<file path="src/rtl/rxdma_req_pkg.sv">
package rxdma_req_pkg;
  localparam int unsigned THR_REG_W   = 8;
  localparam int unsigned THR_FIELD_W = 5;
  localparam int unsigned UNIT_LOG2   = 5;   // threshold unit is 32 bytes
  localparam int unsigned THR_BYTES_W = THR_FIELD_W + UNIT_LOG2;
  localparam logic [THR_REG_W-1:0] THR_RESET = 8'h04;
endpackage

</file>
<file path="src/rtl/rxdma_urg_thr_reg.sv">
module rxdma_urg_thr_reg
  import rxdma_req_pkg::*;
(
  input  logic                   clk,
  input  logic                   rst_n,
  input  logic                   wr_en,
  input  logic [THR_REG_W-1:0]   wr_data,
  output logic [THR_FIELD_W-1:0] thr_field,
  output logic [THR_REG_W-1:0]   rd_data
);
  localparam int unsigned RSVD_W = THR_REG_W - THR_FIELD_W;

  logic [THR_FIELD_W-1:0] thr_q;

  // clock-enabled storage of the live field only
  always_ff @(posedge clk or negedge rst_n) begin
    if (!rst_n) begin
      thr_q <= THR_RESET[THR_FIELD_W-1:0];
    end else if (wr_en) begin
      thr_q <= wr_data[THR_FIELD_W-1:0];
    end
  end

  assign thr_field = thr_q;
  assign rd_data   = {{RSVD_W{1'b0}}, thr_q};
endmodule

</file>
<file path="src/rtl/rxdma_req_cond.sv">
module rxdma_req_cond
  import rxdma_req_pkg::*;
#(
  parameter int unsigned FIFO_BYTES = 2048,
  parameter int unsigned FREE_W     = 12
) (
  input  logic [FREE_W-1:0]      fifo_free,
  input  logic [FREE_W-1:0]      burst_thresh,
  input  logic [THR_FIELD_W-1:0] thr_field,
  output logic                   urgent,
  output logic                   normal
);
  localparam int unsigned CMP_W = (FREE_W > THR_BYTES_W) ? FREE_W : THR_BYTES_W;
  localparam logic [FREE_W-1:0] CAP = FREE_W'(FIFO_BYTES);

  logic [CMP_W-1:0]  free_ext;
  logic [CMP_W-1:0]  thr_bytes;
  logic [FREE_W-1:0] held;

  always_comb begin
    free_ext  = CMP_W'(fifo_free);
    thr_bytes = CMP_W'({thr_field, {UNIT_LOG2{1'b0}}});
    urgent    = (free_ext < thr_bytes);
    held      = (fifo_free > CAP) ? '0 : (CAP - fifo_free);
    normal    = !urgent && (held >= burst_thresh);
  end
endmodule

</file>
<file path="src/rtl/rxdma_prio_arb.sv">
module rxdma_prio_arb #(
  parameter int unsigned N = 5
) (
  input  logic [N-1:0] req,
  output logic [N-1:0] gnt
);
  logic [N-1:0] taken;

  generate
    for (genvar i = 0; i < N; i++) begin : g_slot
      if (i == 0) begin : g_first
        assign gnt[i]   = req[i];
        assign taken[i] = req[i];
      end else begin : g_rest
        assign gnt[i]   = req[i] & ~taken[i-1];
        assign taken[i] = taken[i-1] | req[i];
      end
    end
  endgenerate
endmodule

</file>
<file path="src/rtl/rxdma_req_gen.sv">
module rxdma_req_gen
  import rxdma_req_pkg::*;
#(
  parameter int unsigned FIFO_BYTES = 2048,
  parameter int unsigned N_OTHER    = 3,
  localparam int unsigned FREE_W    = $clog2(FIFO_BYTES + 1)
) (
  input  logic                 clk,
  input  logic                 rst_n,
  input  logic                 cfg_wr_en,
  input  logic [7:0]           cfg_wr_data,
  output logic [7:0]           cfg_rd_data,
  input  logic [FREE_W-1:0]    fifo_free,
  input  logic [FREE_W-1:0]    burst_thresh,
  input  logic [N_OTHER-1:0]   other_req,
  output logic                 rx_req,
  output logic                 rx_urgent,
  output logic [N_OTHER:0]     grant
);
  localparam int unsigned NSLOT = N_OTHER + 2;

  logic [THR_FIELD_W-1:0] thr_field;
  logic                   urg_c, norm_c;
  logic [NSLOT-1:0]       slot_req, slot_gnt;

  logic                   req_d, urg_d;
  logic [N_OTHER:0]       gnt_d;
  logic                   req_q, urg_q;
  logic [N_OTHER:0]       gnt_q;

  rxdma_urg_thr_reg u_thr (
    .clk       (clk),
    .rst_n     (rst_n),
    .wr_en     (cfg_wr_en),
    .wr_data   (cfg_wr_data),
    .thr_field (thr_field),
    .rd_data   (cfg_rd_data)
  );

  rxdma_req_cond #(
    .FIFO_BYTES (FIFO_BYTES),
    .FREE_W     (FREE_W)
  ) u_cond (
    .fifo_free    (fifo_free),
    .burst_thresh (burst_thresh),
    .thr_field    (thr_field),
    .urgent       (urg_c),
    .normal       (norm_c)
  );

  // slot order: urgent rx first, others by index, normal rx last
  assign slot_req = {norm_c, other_req, urg_c};

  rxdma_prio_arb #(.N(NSLOT)) u_arb (
    .req (slot_req),
    .gnt (slot_gnt)
  );

  always_comb begin
    urg_d = urg_c;
    req_d = urg_c | norm_c;
    gnt_d = {slot_gnt[N_OTHER:1], slot_gnt[0] | slot_gnt[NSLOT-1]};
  end

  always_ff @(posedge clk or negedge rst_n) begin
    if (!rst_n) begin
      req_q <= 1'b0;
      urg_q <= 1'b0;
      gnt_q <= '0;
    end else begin
      req_q <= req_d;
      urg_q <= urg_d;
      gnt_q <= gnt_d;
    end
  end

  assign rx_req    = req_q;
  assign rx_urgent = urg_q;
  assign grant     = gnt_q;
endmodule

</file>
<file path="config.mk">
export PLATFORM = sky130hd
export DESIGN_NAME = rxdma_req_gen
export DESIGN_NICKNAME = d
export VERILOG_FILES = /design/src/rtl/rxdma_req_pkg.sv /design/src/rtl/rxdma_urg_thr_reg.sv /design/src/rtl/rxdma_req_cond.sv /design/src/rtl/rxdma_prio_arb.sv /design/src/rtl/rxdma_req_gen.sv
export SDC_FILE = /design/constraint.sdc
export NUM_CORES = 1
export LEC_CHECK = 0
export BUFFER_PORTS_ARGS = -buffer_cell sky130_fd_sc_hd__buf_2
export CORE_ASPECT_RATIO = 0.8
export CORE_MARGIN = 2
export CORE_UTILIZATION = 45
export DETAILED_ROUTE_END_ITERATION = 7
export PLACE_DENSITY = 0.78
export SETUP_SLACK_MARGIN = 0.4
export SYNTH_ARGS = -nofsm -noshare
export SYNTH_HDL_FRONTEND = slang
export SYNTH_SLANG_ARGS = --single-unit
export TNS_END_PERCENT = 50
</file>
<file path="constraint.sdc">
create_clock -name clk -period 1.7 [get_ports clk]
set_input_delay 0.34 -clock clk [delete_from_list [all_inputs] [get_ports clk]]
set_output_delay 0.34 -clock clk [all_outputs]
set_load 0.01 [all_outputs]
</file>
==> out/metrics.yaml, run 1 <==
status:
  status: "complete, but fails checks"
  violations: "setup timing"
routing:
  wl_per_cell_um: 14.7
  ant_nets: 0
  dr.pass1.iters: 4
  routed_wl_um: 3410
  vias_per_cell: 5.28
  dr.first_iter.drc_count: 53
  post-route-drc-count: 0
  vias: 1225
worst_setup_path:
  required_ps: 1870
  cp_cell_sequence: "buf_6 > or3_4 > o21a_4 > a211oi_1 > ha_2 > a211o_1 > a31oi_1 > o31ai_2 > a21oi_2 > o41ai_2"
  max_stage_delay_ps: 390
  crit_path_start_kind: "input port"
  worst-setup-path-type: "input port to flop"
  critPathMaxFanout: 7
  cp.arrival_ps: 2340
  cp_slowest_cell: "or3_4"
  r2r_slack_ps: 150
  endpoint_kind: "flop"
logic_synthesis:
  synth_area_sq_mm: 0.00107
  yosysTopAreaCell: "dfrtp_1"
  yosysUniqueCellTypes: 40
  yosysTopAreaCellShare_pct: 23.3
  ys_top_cells_by_area: "dfrtp_1 23%, ha_1 20%, inv_1 7.0%, nor2_1 4.9%, nand2_1 4.2%"
  syn_area_per_cell_sq_um: 8.25
  seq_area_frac_synth_pct: 25.8
  yosysWarnings: 0
  ys_seq_elements: 11
  netlist_instances: 130
layout:
  fin_nets: 263
  stdcell_area_sq_mm: 0.00181
  drive_gt1_share_pct: 56.5
  layout_commonest_cell: "buf_2"
  antenna_cells: 0
  finalNonFillerCells: 232
  fill_cells: 137
  areaGrowthSynthToFinish_pct: 69.2
  mostFrequentLayoutCells: "37 x buf_2, 28 x buf_4, 16 x inv_1, 11 x ha_1"
clock_network:
  htree_levels: 1
  cts_buffers: 3
  tritoncts: "built"
  clockBufferDepth: 2
  cts_root_buffer: "clkbuf_4"
  cts_sinks: 11
  clkTransAtPathRegs_ps: 70
  clk_latency_ps: 290
power_and_ir_drop:
  p_int_mw: 0.580
  p_switching_mw: 0.313
  swShare_pct: 35.1
  leakage_nw: 0.959
  p_total_mw: 0.894
  power_frac_clock_pct: 22.2
  p_per_area_mw_per_mm2: 493
  p_comb_share_pct: 44.8
  peakVddDrop_uv: 447
  p_seq_share_pct: 33.0
grt:
  grt_antenna_before_repair: 0
  grt_max_degree: 12
  grt_first_pass_wirelength_um: 4840
  grt-ovfl-total: 0
  grt_pass1_vias: 1125
  grt_use_total_pct: 23.7
die:
  die_y_um: 47.7
  ioPinCount: 52
  die_w_um: 58.6
  dieArea_sq_mm: 0.00279
  core_sq_mm: 0.00220
  start_util_pct: 48.8
  row_count: 15
placed_design:
  place_area_sq_mm: 0.00155
  port_buffers: 45
  finalWeightedCongestion: 0.780
  post-place-ws_ps: -819
  dp_cells: 221
  dpl.hpwl_um: 2430
timing:
  setup_slack_ps: -468
  skew_ps: 5.97
  slew_violations: 0
  rsz0062_at_grt: "yes"
  finalHoldViolCount: 0
  fin_setup_tns_ps: -868
  max_freq_ghz: 0.461
  setup_violations: 2
  fin_crit_sh_pct: 128
  period_needed_ps: 2170
flow_run:
  maxCapViolations: 0
worst_hold_path:
  hp-class: "input port to flop"
[routing by layer]
| metal | share of wire (%) | wire, um | vias up | global-route usage [%] |
|---|---|---|---|---|
| met5 | 0 | 0 | - | 0 |
| met4 | 1.3 | 43 | 0 | 7.73 |
| met3 | 6.1 | 208 | 5 | 5.68 |
| met2 | 53 | 1800 | 53 | 44.7 |
| met1 | 40 | 1350 | 570 | 27.3 |
| li1 | - | - | 597 | - |
[cell type report]
| class | instances | area [sq um] | share of cell area [%] |
|---|---|---|---|
| repair buffers | 75 | 510 | 28.1 |
| inverters | 20 | 80.1 | 4.41 |
| well taps | 25 | 31.3 | 1.72 |
| flip-flops and latches | 11 | 277 | 15.2 |
| clock buffers | 4 | 26.3 | 1.45 |
| multi-input cells | 97 | 890 | 49.0 |
[cells in the mapped netlist]
library cell	number
or3_2	1
nand2b_1	2
buf_4	3
a21oi_1	6
and3b_1	1
or3_1	2
nor3_1	1
ha_1	17
and2b_1	1
xnor2_1	4
mux2_2	1
nand4_1	1
a211oi_1	1
dfstp_2	1
inv_1	20
nor3_2	1
a311oi_2	1
o41ai_1	1
a31oi_1	2
o31a_1	1
o21a_1	1
dfrtp_1	10
nand2_1	12
nor3_4	1
conb_1	1
or2_1	1
o21ai_0	7
nand3_1	2
a2111oi_0	1
xor2_1	2
and3_1	1
o21a_4	1
a211o_1	2
and2_1	1
clkbuf_1	1
o311ai_1	1
nor2_1	14
nand3_2	1
o31ai_1	1
and2b_2	1
[sequential cells by signal, indices dropped and copies added (netlist names)]
name and count:
grant 4, rx_req 1, rx_urgent 1, u_thr.thr_field 5
[metrics by stage]
step           utilization, %  hold slack, ps
6_report                 82.6             257
5_1_grt                  82.6             261
4_1_cts                  78.2             238
3_5_place_dp             70.6             227
3_3_place_gp             70.6             209
2_1_floorplan               -            44.4
[worst max-delay path: cells and delay by family]
kind	cells	cell delay, ps
AOI/OAI and AO/OA	7	1290
adders and majority gates	1	240
buffers and inverters	1	90
and+or+nand+nor	1	390
[power by group through the flow]
stage / logic (mW) / registers (mW) / clock network, mW
finish: 0.401 / 0.295 / 0.198
detailed placement: 0.315 / 0.298 / 0
floorplan: 0.156 / 0.310 / 0
global placement: 0.299 / 0.298 / 0
CTS: 0.358 / 0.294 / 0.202
global route: 0.436 / 0.296 / 0.209
[timing repair]
item | CTS | global route
buffers inserted | 4 | 2
gates cloned | 0 | 0
gates resized for setup | 21 | 19
hold endpoints to repair | 10 | 0
pin swaps | 22 | 13
hold buffers | 1 | 0
endpoints found under the setup margin | 7 | 7
[worst paths after layout]
path / from / end / depth (start not counted)
max: fifo_free[8] / grant[0]$_DFF_PN0_ / 10
min: cfg_wr_data[3] / u_thr.thr_field[3]$_DFFE_PN0P_ / 3
min reg2reg: u_thr.thr_field[0]$_DFFE_PN0P_ / u_thr.thr_field[0]$_DFFE_PN0P_ / 1
max in group asynchronous: rst_n / u_thr.thr_field[2]$_DFFE_PN1P_ / 2
min in group asynchronous: rst_n / rx_req$_DFF_PN0_ / 2
max reg2reg: u_thr.thr_field[2]$_DFFE_PN1P_ / rx_req$_DFF_PN0_ / 8
[cell families (layout without fill, tap and decap cells)]
group	count (synthesis)	count (layout)	share of synthesized area [%]
AO/OA/AOI/OAI	26	26	17.0
XOR/XNOR	6	6	4.90
adder cells (fa/ha/maj)	17	17	19.8
buffers and inverters	24	99	9.45
flip-flops	11	11	25.8
multiplexers	1	1	1.05
other	1	3	0.350
AND/OR/NAND/NOR	44	44	21.6
No activity file was read; power rests on OpenSTA's default activity.
==> inputs of run 2 (changes only) <==
Settings changed: PLACE_DENSITY 0.78 to 0.77, SYNTH_HIERARCHICAL from default to 1.
==> out/metrics.yaml, run 2 <==
worst_setup_path:
  crit_path_start_kind: "input port"
  crit_path_frequent_cell: "a21o_1"
  r2r-start: "u_thr/thr_field[4]$_DFFE_PN0P_"
  endpoint_kind: "flop"
  path_delay_family: "compound AO/OA/AOI/OAI gates"
  critPathMaxFanout: 7
  cp_cell_sequence: "buf_6 > nor4_4 > nand3_2 > o41a_4 > nor2_2 > ha_1 > a21o_1 > a21o_1 > a21oi_1 > a31oi_1 > nand2b_1 > nor4_2 > or2_1"
  max_stage_delay_ps: 410
  crit_buf_inv: 1
  cp.arrival_ps: 2530
  r2r_slack_ps: -40
  reg2reg_to: "grant[0]$_DFF_PN0_"
  reg2reg_depth: 8
  required_ps: 1840
  worst-setup-path-type: "input port to flop"
  cp_slowest_cell: "o41a_4"
flow_run:
  maxCapViolations: 0
logic_synthesis:
  ys_seq_elements: 11
  synth_edf_count: 0
  yosysWarnings: 6
  yosysTopAreaCell: "dfrtp_1"
  syn_area_per_cell_sq_um: 8.79
  synth_area_sq_mm: 0.00114
  synth_ff_type: "dfrtp_1"
  seq_area_frac_synth_pct: 24.2
  yosysTopAreaCellShare_pct: 21.9
  yosysMostFrequentCell: "inv_1"
  ys_top_cells_by_area: "dfrtp_1 22%, ha_1 19%, buf_4 5.9%, inv_1 5.9%, mux2_2 4.9%"
  netlist_instances: 130
  yosys-top-cells-count: "18 x inv_1, 17 x ha_1, 15 x nor2_1"
  yosysUniqueCellTypes: 35
  async_flop_share_pct: 100
timing:
  fin_setup_tns_ps: -1230
  skew_ps: 5.56
  rsz0062_at_grt: "yes"
  setup_violations: 2
  period_needed_ps: 2390
  setup_slack_ps: -687
  max_freq_ghz: 0.419
  finalHoldViolCount: 0
  slew_violations: 0
  fin_crit_sh_pct: 140
clock_network:
  cts_root_buffer: "clkbuf_4"
  htree_levels: 1
  cts_sinks: 11
  clockBufferDepth: 2
  cts_buffers: 3
  clk_latency_ps: 260
  tritoncts: "built"
  clkTransAtPathRegs_ps: 60
layout:
  fin_nets: 250
  antenna_cells: 0
  layout_commonest_cell: "buf_2"
  areaGrowthSynthToFinish_pct: 41.6
  fill_cells: 189
  multi_input_area_sq_um: 779
  ff_latch_area_sq_um: 277
  largest_reg_flops: 5
  drive_gt1_share_pct: 47.4
  mostFrequentLayoutCells: "42 x buf_2, 21 x buf_4, 17 x inv_1, 15 x ha_1, 13 x nor2_1"
placed_design:
  dpl.hpwl_um: 2290
  post-place-ws_ps: -1000
  port_buffers: 45
  finalWeightedCongestion: 0.848
die:
  core_sq_mm: 0.00242
  die_y_um: 49.1
  start_util_pct: 47.2
  die_w_um: 60.3
  dieArea_sq_mm: 0.00296
  row_count: 16
  ioPinCount: 52
routing:
  routed_wl_um: 2670
  vias_per_cell: 4.63
  post-route-drc-count: 0
  ant_nets: 0
  wl_per_cell_um: 11.6
  dr.first_iter.drc_count: 29
  vias: 1065
  dr.pass1.iters: 4
power_and_ir_drop:
  leakage_nw: 0.885
  p_per_area_mw_per_mm2: 494
  peakVddDrop_uv: 726
  p_total_mw: 0.799
worst_hold_path:
  hold_path_end: "grant[3]$_DFF_PN0_"
  hp-class: "input port to flop"
  whs_path_depth: 2
  worstHoldStart: "other_req[1]"
grt:
  grt-ovfl-total: 0
  grt_first_pass_wirelength_um: 4460
  grt_pass1_vias: 1080
  grt_max_degree: 12
  grt_use_total_pct: 19.6
  grt_antenna_before_repair: 0
status:
  status: "complete, but fails checks"
  violations: "setup timing"
-- run 2: report_power, final --
| group | internal [mW] | switching (mW) | total, mW |
|---|---|---|---|
| clock | 0.0905 | 0.0811 | 0.172 |
| sequential | 0.286 | 0.0119 | 0.298 |
| combinational | 0.173 | 0.156 | 0.329 |
| total | 0.550 | 0.249 | 0.799 |
-- run 2: worst register-to-register path: stages, from the launching register on --
cell       delay, ps
dfrtp_1          390
inv_2             70
ha_4             200
a2111oi_4        360
o21a_2           200
a31oi_1           50
nand2b_1         100
nor4_2            40
or2_1            220
-- run 2: final cells by class --
| cell class | count | share of cell area [%] |
|---|---|---|
| repair buffers | 68 | 26.1 |
| multi-input cells | 93 | 48.2 |
| clock buffers | 4 | 1.62 |
| inverters | 18 | 4.18 |
| well taps | 36 | 2.78 |
| flip-flops and latches | 11 | 17.1 |
-- run 2: logic make-up (layout without fill, tap and decap cells) --
logic type      Yosys count  after routing  synth area share [%]
mux                       5              5                  4.93
fa+ha+maj                17             17                  18.6
flops                    11             11                  24.2
simple gates             42             42                  22.5
compound gates           17             17                  10.4
xor+xnor                  9              9                  6.90
buf+inv                  28             90                  12.2
other cells               1              3                 0.328
-- run 2: worst max-delay path by stage --
| stage | cells past startpoint | to | from | slack [ps] |
|---|---|---|---|---|
| after global placement | 13 | grant[0]$_DFF_PN0_ | fifo_free[5] | -940 |
| after floorplan | 12 | grant[0]$_DFF_PN0_ | fifo_free[5] | -850 |
| final | 13 | grant[0]$_DFF_PN0_ | fifo_free[2] | -690 |
| after detailed placement | 13 | grant[0]$_DFF_PN0_ | fifo_free[5] | -1000 |
| after CTS | 13 | grant[0]$_DFF_PN0_ | fifo_free[2] | -690 |
| after global routing | 14 | grant[0]$_DFF_PN0_ | fifo_free[2] | -800 |
-- run 2: per-stage QoR --
stage               hold WS, ps  std cells  util [%]  instance area, sq um
finish                      280        230      66.8                  1620
global route                285        230      66.8                  1620
CTS                         278        230      66.5                  1610
detailed placement          225        224      63.5                  1540
global placement            210        224      63.5                  1540
floorplan                  44.4        132         -                  1190
-- run 2: timing repair --
item / in CTS / in global routing
setup buffers: 1 / 0
pin swaps: 7 / 5
resized for setup: 8 / 3
hold buffers: 1 / 0
setup endpoints to repair: 6 / 7
hold endpoints to repair: 10 / 0
-- run 2: metal layers --
layer	GRT usage, %	share of wire [%]	vias up
met5	0	0	-
met4	1.11	0	0
met3	2.92	5.4	0
met2	34.4	50	32
met1	26.2	45	478
li1	-	-	555
